==> config.mk <==
export PLATFORM = sky130hd
export DESIGN_NAME = aud_serial_rx
export DESIGN_NICKNAME = d
export VERILOG_FILES = /design/src/rtl/aud_rx_pkg.sv /design/src/rtl/aud_rx_sync.sv /design/src/rtl/aud_rx_deframe.sv /design/src/rtl/aud_rx_zero.sv /design/src/rtl/aud_serial_rx.sv
export SDC_FILE = /design/constraint.sdc
export NUM_CORES = 1
export LEC_CHECK = 0
export ABC_CLOCK_PERIOD_IN_PS = 2900
export BUFFER_PORTS_ARGS = -buffer_cell sky130_fd_sc_hd__buf_2
export CORE_AREA = 2 2 127 178
export CTS_CLUSTER_DIAMETER = 150
export DETAILED_ROUTE_END_ITERATION = 8
export DIE_AREA = 0 0 129 180
export PLACE_DENSITY_LB_ADDON = 0.05
export SYNTH_ARGS = -nofsm -noshare
export SYNTH_HDL_FRONTEND = slang
export SYNTH_SLANG_ARGS = --single-unit
==> constraint.sdc <==
create_clock -name clk -period 2.9 [get_ports clk]
set_input_delay 0.145 -clock clk [delete_from_list [all_inputs] [get_ports clk]]
set_output_delay 0.145 -clock clk [all_outputs]
set_load 0.02 [all_outputs]
==> src/rtl/aud_rx_pkg.sv <==
package aud_rx_pkg;
  typedef enum logic [2:0] {
    FMT_RJ16 = 3'd0,
    FMT_I2S  = 3'd1,
    FMT_RJ20 = 3'd2,
    FMT_RJ24 = 3'd3,
    FMT_LJ   = 3'd4
  } fmt_e;

  localparam int SAMPLE_W = 24;
  localparam int RJ16_W   = 16;
  localparam int RJ20_W   = 20;
endpackage

==> src/rtl/aud_rx_sync.sv <==
module aud_rx_sync #(
  parameter int STAGES = 2
) (
  input  logic clk,
  input  logic rst_n,
  input  logic bclk_i,
  input  logic lrclk_i,
  input  logic sdata_i,
  output logic bit_stb,
  output logic lr_s,
  output logic sd_s
);
  logic [2:0] stage [STAGES];
  logic       bclk_d;

  genvar g;
  generate
    for (g = 0; g < STAGES; g++) begin : g_stage
      always_ff @(posedge clk) begin
        if (!rst_n) stage[g] <= '0;
        else if (g == 0) stage[g] <= {sdata_i, lrclk_i, bclk_i};
        else stage[g] <= stage[g-1];
      end
    end
  endgenerate

  always_ff @(posedge clk) begin
    if (!rst_n) bclk_d <= 1'b0;
    else bclk_d <= stage[STAGES-1][0];
  end

  assign bit_stb = stage[STAGES-1][0] & ~bclk_d;
  assign lr_s    = stage[STAGES-1][1];
  assign sd_s    = stage[STAGES-1][2];
endmodule

==> src/rtl/aud_rx_deframe.sv <==
module aud_rx_deframe
  import aud_rx_pkg::*;
#(
  parameter int W     = SAMPLE_W,
  parameter int CNT_W = 8
) (
  input  logic         clk,
  input  logic         rst_n,
  input  fmt_e         fmt,
  input  logic         bit_stb,
  input  logic         lr,
  input  logic         sd,
  output logic         word_stb,
  output logic         word_left,
  output logic [W-1:0] word
);
  localparam int KW = $clog2(W + 1);

  logic             seen, armed, prev_ch;
  logic [CNT_W-1:0] cnt;
  logic [W-1:0]     sh, cap;
  logic [KW-1:0]    k;
  logic             ch, edge_now, is_rj;
  logic [CNT_W-1:0] pos, off;
  logic [W-1:0]     rj_word;

  always_comb begin
    ch       = (fmt == FMT_I2S) ? ~lr : lr;
    edge_now = seen && (ch != prev_ch);
    pos      = edge_now ? '0 : cnt;
    off      = (fmt == FMT_I2S) ? CNT_W'(1) : '0;
    is_rj    = (fmt == FMT_RJ16) || (fmt == FMT_RJ20) || (fmt == FMT_RJ24);
    case (fmt)
      FMT_RJ16: rj_word = {sh[RJ16_W-1:0], {(W-RJ16_W){1'b0}}};
      FMT_RJ20: rj_word = {sh[RJ20_W-1:0], {(W-RJ20_W){1'b0}}};
      default:  rj_word = sh;
    endcase
  end

  always_ff @(posedge clk) begin
    if (!rst_n) begin
      seen      <= 1'b0;
      armed     <= 1'b0;
      prev_ch   <= 1'b0;
      cnt       <= '0;
      sh        <= '0;
      cap       <= '0;
      k         <= '0;
      word_stb  <= 1'b0;
      word_left <= 1'b0;
      word      <= '0;
    end else begin
      word_stb <= 1'b0;
      if (bit_stb) begin
        sh      <= {sh[W-2:0], sd};
        seen    <= 1'b1;
        prev_ch <= ch;
        if (edge_now) begin
          armed <= 1'b1;
          cnt   <= CNT_W'(1);
          if (armed) begin
            word_stb  <= 1'b1;
            word_left <= prev_ch;
            word      <= is_rj ? rj_word : cap;
          end
        end else if (cnt != '1) begin
          cnt <= cnt + 1'b1;
        end
        if (pos == off) begin
          cap <= {sd, {(W-1){1'b0}}};
          k   <= KW'(1);
        end else if ((pos > off) && (int'(k) < W)) begin
          cap[W-1-int'(k)] <= sd;
          k                <= k + 1'b1;
        end
      end
    end
  end
endmodule

==> src/rtl/aud_rx_zero.sv <==
module aud_rx_zero #(
  parameter int RUN = 1024
) (
  input  logic clk,
  input  logic rst_n,
  input  logic stb,
  input  logic is_zero,
  output logic flag
);
  localparam int CW = $clog2(RUN + 2);
  logic [CW-1:0] run_cnt;

  always_ff @(posedge clk) begin
    if (!rst_n) run_cnt <= '0;
    else if (stb) begin
      if (!is_zero) run_cnt <= '0;
      else if (run_cnt <= CW'(RUN)) run_cnt <= run_cnt + 1'b1;
    end
  end

  assign flag = (run_cnt > CW'(RUN));
endmodule

==> src/rtl/aud_serial_rx.sv <==
module aud_serial_rx
  import aud_rx_pkg::*;
#(
  parameter int W        = SAMPLE_W,
  parameter int SYNC_STG = 2,
  parameter int ZERO_RUN = 1024
) (
  input  logic         clk,
  input  logic         rst_n,
  input  logic         bclk_i,
  input  logic         lrclk_i,
  input  logic         sdata_i,
  input  logic [1:0]   mode_code_i,
  input  logic         lj_en_i,
  output logic         out_valid_o,
  input  logic         out_ready_i,
  output logic [W-1:0] out_left_o,
  output logic [W-1:0] out_right_o,
  output logic         zero_left_o,
  output logic         zero_right_o
);
  fmt_e         fmt;
  logic         bit_stb, lr_s, sd_s;
  logic         w_stb, w_left;
  logic [W-1:0] w_data;
  logic [W-1:0] left_hold;
  logic         left_ok;
  logic [1:0]   zflag;

  assign fmt = lj_en_i ? FMT_LJ : fmt_e'({1'b0, mode_code_i});

  aud_rx_sync #(.STAGES(SYNC_STG)) u_sync (
    .clk(clk), .rst_n(rst_n), .bclk_i(bclk_i), .lrclk_i(lrclk_i),
    .sdata_i(sdata_i), .bit_stb(bit_stb), .lr_s(lr_s), .sd_s(sd_s)
  );

  aud_rx_deframe #(.W(W)) u_deframe (
    .clk(clk), .rst_n(rst_n), .fmt(fmt), .bit_stb(bit_stb), .lr(lr_s),
    .sd(sd_s), .word_stb(w_stb), .word_left(w_left), .word(w_data)
  );

  genvar c;
  generate
    for (c = 0; c < 2; c++) begin : g_zero
      aud_rx_zero #(.RUN(ZERO_RUN)) u_zero (
        .clk(clk), .rst_n(rst_n),
        .stb(w_stb && (w_left == (c == 0))),
        .is_zero(w_data == '0),
        .flag(zflag[c])
      );
    end
  endgenerate

  assign zero_left_o  = zflag[0];
  assign zero_right_o = zflag[1];

  always_ff @(posedge clk) begin
    if (!rst_n) begin
      left_hold   <= '0;
      left_ok     <= 1'b0;
      out_valid_o <= 1'b0;
      out_left_o  <= '0;
      out_right_o <= '0;
    end else begin
      if (w_stb && w_left) begin
        left_hold <= w_data;
        left_ok   <= 1'b1;
      end
      if (w_stb && !w_left && left_ok) begin
        out_left_o  <= left_hold;
        out_right_o <= w_data;
        out_valid_o <= 1'b1;
        left_ok     <= 1'b0;
      end else if (out_valid_o && out_ready_i) begin
        out_valid_o <= 1'b0;
      end
    end
  end
endmodule

---- Yosys cells after proc, flatten, opt, wreduce, memory -nomap -nowiden ----
Memories as Yosys holds them, arrays and structs flattened.
Cells that the tools add are included.
storage, ports and cells
  register bits ........................... 187
  memory bits (writable) .................. 6
  input bits .............................. 9
  output and inout port bits .............. 51
  logic and storage cells ................. 97
  memories kept ........................... 1
operators by class
  add/subtract/negate cells ............... 5
  order comparisons ....................... 8
  equality and inequality tests ........... 8
  multiplexer cells ....................... 26
  bitwise gates (word level) .............. 7
  reduce and logical (&&, ||, !) cells .... 24
memory list
  memory        depth  bits a word  rd ports  clocked after Yosys merged registers in  write ports  line               source
  u_sync.stage  2      3            2         0                                        2            aud_rx_sync.sv:13  logic [2:0] stage [STAGES];
operators with widths
  operator               number
  $mux 24                3
  $pmux 24 s2            1
  $mux 11                4
  $ge 32x1->1 const B    1
  $lt 32x7->1 const B    1
  $bwmux 24              1
  $logic_not 24->1       1
  $mux 8                 3
  $add 11x1->11 const B  2
  $gt 11x11->1 const B   2
  $le 11x11->1 const B   2
  $mux 5                 2
  $reduce_and 2->1       5
  $mux 3                 3
  $add 8x1->8 const B    1
  $eq 8x8->1             1
  $gt 8x8->1             1
  $logic_and 1x1->1      8
  $mux 1                 8
  $ne 8x8->1 const B     1
  $eq 3x2->1 const B     2
  $reduce_and 3->1       2
  $reduce_bool 2->1      3
  $sub 5x5->6 const A    1
  14 further kinds       19

---- Logic depth before layout (Yosys ltp) ----
Gate-level depths: netlist of the first run.
  word-level depth ........................ 10
  depth in mapped cells ................... 12
  gate-level depth less buffers ........... 10

---- Modules after synthesis ----
From an unflattened synthesis of the first run, not the netlist that was laid out.
second synthesis, totals
  cells, all modules ...................... 1,004
  area total of the unflattened synthesis .. 8,772.2 um^2
by module, submodules not included
  module          times used  cells an instance  area each (um^2)  sequential area each (um^2)
  aud_rx_deframe  1           509                4,485.6           1,801.7
  aud_serial_rx   1           332                2,815.2           1,481.4
  aud_rx_zero     2           74                 640.6             220.2
  aud_rx_sync     1           15                 190.2             140.1

---- Least setup slack after synthesis of the first run ----
No wires, ideal clock.
  path kind ............................... reg2reg
  from .................................... reg u_deframe.prev_ch
  to ...................................... reg u_deframe.cap[20]
  library setup time ...................... 0.091 ns
  arrival time ............................ 2.455 ns
  data required time ...................... 2.809 ns
  slack ................................... 0.354 ns
  stages on the path, launching flop included .. 12
  path buffers ............................ 1
  period minus slack after synthesis ...... 2.546 ns
  path through ............................ dfxtp_1 xnor2_1 xnor2_1 nand2_1 nand2_1 ha_1 inv_1 o311ai_0 a31o_2 nand2_1 clkbuf_1 a311oi_1
between the ends
  cells in the longest elaborated chain, start to end .. 7
  elaborated cells between the ends (all ways) .. 9
  those cells by class .................... 1 x order compare; 2 x eq/ne; 2 x mux; 4 x reduce/logical
ends and longest elaborated chain
  what                         line                  source
  from (decl)                  aud_rx_deframe.sv:19  logic seen, armed, prev_ch;
  from (signal assigned)       aud_rx_deframe.sv:57  prev_ch <= ch;
  $ne 1x1->1 (*)               aud_rx_deframe.sv:29  edge_now = seen && (ch != prev_ch);
  $logic_and 1x1->1 (*)        aud_rx_deframe.sv:29
  $mux 8 (*)                   aud_rx_deframe.sv:30  pos = edge_now ? '0 : cnt;
  $gt 8x8->1                   aud_rx_deframe.sv:72  end else if ((pos > off) && (int'(k) < W)) begin
  $logic_and 1x1->1            aud_rx_deframe.sv:72
  $reduce_bool 2->1 (no line)  n/a
  $reduce_and 2->1 (no line)   n/a
  to (signal assigned)         aud_rx_deframe.sv:70  cap <= {sd, {(W-1){1'b0}}};
  to (decl)                    aud_rx_deframe.sv:21  logic [W-1:0] sh, cap;
Mark *: on every way between the ends. The rest lies on a longest branch, timed or not.
A chain may end at the register's enable or synchronous reset.

---- Final worst setup path of the first run ----
  from .................................... reg u_deframe.prev_ch
  to ...................................... reg u_deframe.cap[5]
Same word-level chain as after synthesis.

==> results of run 1 <==
## worst max-delay path, stage by stage, from the launching register on
cell      delay [ns]
dfxtp_1         0.34
xnor2_1         0.32
xnor2_1         0.19
nand2_1         0.16
nand2_1         0.12
ha_1            0.20
inv_1           0.05
o311ai_0        0.32
a31o_2          0.23
nand2_1         0.07
buf_4           0.24
a311oi_1        0.25
## layout make-up
cell class | instances | area, sq um | share of cell area
Multi-Input combinational cell | 779 | 4270 | 0.438
Inverter | 17 | 66.3 | 0.00681
Timing Repair Buffer | 93 | 586 | 0.0602
Sequential cell | 193 | 3860 | 0.397
Clock buffer | 22 | 474 | 0.0487
Tap cell | 297 | 372 | 0.0382
Clock inverter | 8 | 105 | 0.0108
## layer usage
layer,global-route usage,vias up,share of wire
met5,0,-,0
met4,0.0826,0,0.030
met1,0.261,3621,0.45
li1,-,3834,-
met2,0.344,151,0.49
met3,0.0372,39,0.030
## stage by stage
stage / power (mW) / hold WS, ns / cell area [sq um] / setup WS, ns
6_report: 5.28 / 0.146 / 9730 / 0.315
5_1_grt: 5.49 / 0.164 / 9730 / 0.0892
4_1_cts: 5.35 / 0.143 / 9730 / 0.309
3_5_place_dp: 2.99 / 0.357 / 9110 / 0.299
3_3_place_gp: 2.99 / 0.352 / 9110 / 0.378
2_1_floorplan: 2.91 / 0.272 / 8540 / 0.354
## flip-flops by register name, indices dropped and copies added, names as in the netlist, 5 cells and up
signal / flops
out_left_o: 24
u_sync.stage: 6
u_deframe.word: 24
left_hold: 24
u_deframe.cnt: 8
g_zero.u_zero.run_cnt: 22
out_right_o: 24
u_deframe.cap: 24
u_deframe.sh: 24
u_deframe.k: 5
## worst paths after layout
check	from	endpoint	cells after the start
worst max register to register	u_deframe.prev_ch	u_deframe.cap[5]	11
worst min-delay path	rst_n	u_deframe.cnt[2]	2
worst min register to register	u_sync.stage[0][2]	u_sync.stage[1][2]	1
worst max-delay path	u_deframe.prev_ch	u_deframe.cap[5]	11
## what timing repair did
item,in CTS,in global routing
resized for setup,0,0
endpoints found under the hold margin,4,0
hold buffers,4,0
## cells in the mapped netlist (3+ instances only)
master    number  area share
a21oi_1      154       0.090
xnor2_1        8      0.0082
a31oi_1        4      0.0029
xor2_1         6      0.0062
nand3_1       19       0.011
o31ai_1        6      0.0053
o21a_1         4      0.0035
nor2b_1        3      0.0022
ha_1          10       0.015
and4_1         3      0.0031
nand2_1      282        0.12
or4_1          3      0.0026
a41oi_1       20       0.021
and2_1         9      0.0066
nor4_1        10      0.0073
dfxtp_1      193        0.45
nand2b_1       5      0.0037
buf_1         11      0.0048
nor3_1        17       0.010
a311oi_1      23       0.024
o21ai_0       12      0.0070
inv_1         17      0.0075
nor2_1        53       0.023
nor3b_1        7      0.0062
nand4_1       24       0.018
clkbuf_1      73       0.032
buf_2          7      0.0041
a221oi_1       4      0.0041
o211a_1        3      0.0035
mux2i_1       24       0.028
or3_1          8      0.0059
o221ai_1      16       0.016
and3_1         6      0.0044
a211oi_1       5      0.0044
and3b_1        3      0.0031
## power by group
part	switching (mW)	leakage, nW	total [mW]	internal, mW
Sequential	0.00796	1.56	2.67	2.66
Combinational	0.195	1.55	0.270	0.0744
Clock	1.02	0.275	2.35	1.33
Total	1.22	3.38	5.28	4.06
## cells by family (layout without fill, tap and decap cells)
kind of cell               after synthesis  after routing
buffers and inverters                  108            140
muxes                                   24             24
AOI/OAI and AO/OA                      267            267
xor gates and xnor gates                14             14
DFF                                    193            193
adders and majority gates               10             10
and+or+nand+nor                        464            464
==> flow_summary.yaml, run 1 <==
logic_synthesis:
  synthCells: 1080
  synth_ff_type: "dfxtp_1"
  synth_compound_area_frac: 0.198
  synth_warnings: 0
  synth-xor-area-share: 0.0144
  ys_ff_latch: 193
  muxShareOfSynthArea: 0.0281
  synth_edf_count: 0
  syn_nets: 1099
  synth_area_per_cell_sq_um: 7.90
  synth_fa_ha_area_frac: 0.0147
  yosys.area_share.simple: 0.243
  synth_area_sq_mm: 0.00854
  yosysSeqAreaShare: 0.453
  yosysUniqueCellTypes: 56
  async_flop_share: 0
  synth_top_family_by_area: "simple AND/OR/NAND/NOR gates"
finish:
  final_layout_size_suffix_gt1_frac: 0.117
  final_nets: 1120
  fillers: 2253
  syn_to_final_growth_pct: 14.0
  layout_common_cells: "nand2_1, dfxtp_1, a21oi_1, buf_2, nor2_1"
  instances_no_fill: 1409
  final_common_cell: "nand2_1"
  diodes: 0
  final_core_util: 0.449
sta:
  rsz0062_at_grt: "no"
  tightestPinTransition_ns: 0.750
  setup_viol: 0
  fmax_ghz: 0.387
  period_share: 0.891
  final_max_slew_viol_count: 0
  worst_clock_skew_ns: 0.00915
  finalSetupTns_ns: 0
  period_needed_ns: 2.58
  hold_viol_final: 0
  slew_headroom: 0.497
placement:
  place_inst: 1375
  place_hpwl_mm: 15.7
  gp_congestion: 0.836
  portBuffers: 59
cts:
  cts_tree: "built"
  clk_latency_ns: 0.44
  cts_setup_buffers: 0
  cts_max_level: 4
  cts_made_buffers: 17
  cts.sinks: 193
  root_buffer: "clkbuf_16"
  cts_max_path_buffers: 2
  clk_pin_slew_worst_paths_ns: 0.07
critical_path:
  path_class: "reg2reg"
  worst_ep_required_time_ns: 3.24
  reg2reg_slack_ns: 0.32
  worstSetupEndpointType: "flop"
  worst_setup_path_start_kind: "flop"
  crit_fanout: 24
  arrival_ns: 2.93
global_routing:
  grt_max_degree: 69
  grt_usage: 0.206
  grt_pass1_wl_mm: 38.0
  antenna_found_initial: 0
  overflow: 0
  grt_pass1_vias: 6997
routing:
  drc: 0
  wl_per_cell_um: 16.8
  viasPerCell: 5.43
  first_pass_iters: 5
  num_vias: 7645
  antenna_left: 0
  drt_iter0_drc: 488
  wirelength_mm: 23.6
die:
  initial_core_util: 0.393
  die_w_um: 129
  core_area_sq_mm: 0.0217
  dieArea_sq_mm: 0.0232
  die_y_um: 180
  pin_count: 60
  row_count: 64
power:
  p_leak_nw: 3.38
  vdd_drop_max_v: 0.000423
  p_per_area_mw_per_mm2: 543
min_path:
  hp-class: "in2reg"
run:
  maxCapViolCount: 0
outcome:
  status: "completed"
No activity file was read; power rests on OpenSTA's default activity.
==> run 2, diff against run 1 <==
- RECOVER_POWER: default -> 100
==> run 2 against run 1 <==
The flow now finishes with violations (capacitance limit, slew limit). Sequential share of layout area is 0.42 points higher. Core utilization is 0.47 points lower. Flip-flop and latch count stayed put. Clock-buffer cell count stayed put. Register-to-register slack hardly changed. Maximum frequency is 0.22% higher. Combinational power is 1% lower.
==> flow_summary.yaml, run 2 (same netlist as run 1, synthesis figures left out) <==
critical_path:
  cp_cell_sequence: "xnor2_1, xnor2_1, nand2_1, nand2_1, ha_1, inv_1, o311ai_0, a31o_2, nand2_1, buf_4, a311oi_1"
  path_class: "reg2reg"
  slowest_delay_ns: 0.34
  cpMaxStageDelayCell: "dfxtp_1"
  worst_ep_required_time_ns: 3.24
  reg2reg_slack_ns: 0.32
  worst_setup_path_start_kind: "flop"
  arrival_ns: 2.92
  worstSetupEndpointType: "flop"
  critPathBufInv: 2
  cp_common_cell: "nand2_1"
  crit_fanout: 24
  crit_family: "compound AO/OA/AOI/OAI gates"
finish:
  syn_to_final_growth_pct: 12.8
  regArea_sq_mm: 0.00386
  final_common_cell: "nand2_1"
  final_layout_size_suffix_gt1_frac: 0.0629
  fillers: 2287
  layout_common_cells: "nand2_1, dfxtp_1, a21oi_1, clkbuf_1, nor2_1"
  final_nets: 1120
  diodes: 0
  instances_no_fill: 1409
  multi_input_area_sq_mm: 0.00426
cts:
  cts_max_level: 4
  cts_setup_buffers: 0
  cts.sinks: 193
  clk_latency_ns: 0.44
  cts_made_buffers: 17
  cts_tree: "built"
  root_buffer: "clkbuf_16"
  cts_max_path_buffers: 2
  clk_pin_slew_worst_paths_ns: 0.07
placement:
  portBuffers: 59
  place_hpwl_mm: 15.7
  detailedPlace.worstSlack_ns: 0.299
  place_inst: 1375
  gp_congestion: 0.836
sta:
  worst_clock_skew_ns: 0.00926
  rsz0062_at_grt: "no"
  holdWs_ns: 0.146
  final_max_slew_viol_count: 34
  period_needed_ns: 2.58
  timing.final.ws_setup_ns: 0.321
  fmax_ghz: 0.388
  finalSetupTns_ns: 0
  hold_viol_final: 0
  period_share: 0.889
  setup_viol: 0
  tightestPinTransition_ns: 1.58
  slew_headroom: -0.0543
global_routing:
  grt_max_degree: 69
  grt_pass1_wl_mm: 38.0
  grt_pass1_vias: 6997
  grt_usage: 0.206
  overflow: 0
  antenna_found_initial: 0
die:
  pin_count: 60
  die_w_um: 129
  dieArea_sq_mm: 0.0232
  die_y_um: 180
  row_count: 64
  initial_core_util: 0.393
  core_area_sq_mm: 0.0217
min_path:
  hp-class: "in2reg"
routing:
  num_vias: 7631
  wirelength_mm: 23.7
  drc: 0
  drt_iter0_drc: 496
  first_pass_iters: 5
  viasPerCell: 5.42
  antenna_left: 0
  wl_per_cell_um: 16.8
power:
  p_per_area_mw_per_mm2: 548
  vdd_drop_max_v: 0.000424
  p_leak_nw: 3.12
outcome:
  failed_checks: "capacitance limit, slew limit"
  status: "finished, violations left"
run:
  maxCapViolCount: 1
-- run 2: final cells by class --
cell class,count,area share
Clock buffer,22,0.0492
Clock inverter,8,0.0109
Sequential cell,193,0.401
Inverter,17,0.00688
Multi-Input combinational cell,779,0.442
Tap cell,297,0.0386
Timing Repair Buffer,93,0.0509
-- run 2: routing by layer --
layer | vias up | wire length, um | track usage
li1 | 3833 | - | -
met1 | 3617 | 10600 | 0.261
met2 | 140 | 11700 | 0.344
met3 | 41 | 776 | 0.0372
met4 | 0 | 712 | 0.0826
met5 | - | 0 | 0
-- run 2: final timing paths --
kind | endpoint | from | cells past startpoint
worst min register to register | u_sync.stage[1][2] | u_sync.stage[0][2] | 1
worst min-delay path | u_deframe.cnt[2] | rst_n | 2
worst max register to register | u_deframe.cap[5] | u_deframe.prev_ch | 11
worst max-delay path | u_deframe.cap[5] | u_deframe.prev_ch | 11
-- run 2: power breakdown --
part           internal, mW  switching, mW  leakage [nW]
clock network          1.33           1.02         0.275
registers              2.66        0.00794          1.56
logic                0.0711          0.195          1.29
-- run 2: repair_timing --
action,in CTS,in global routing
endpoints found under the hold margin,4,0
hold buffers,4,0
gates resized for setup,0,0
-- run 2: per-stage QoR --
| step | util | total power, mW | instance area, sq um |
|---|---|---|---|
| 2_1_floorplan | - | 2.91 | 8540 |
| 3_3_place_gp | 0.420 | 2.99 | 9110 |
| 3_5_place_dp | 0.420 | 2.99 | 9110 |
| 4_1_cts | 0.449 | 5.35 | 9730 |
| 5_1_grt | 0.444 | 5.49 | 9630 |
| 6_report | 0.444 | 5.28 | 9630 |
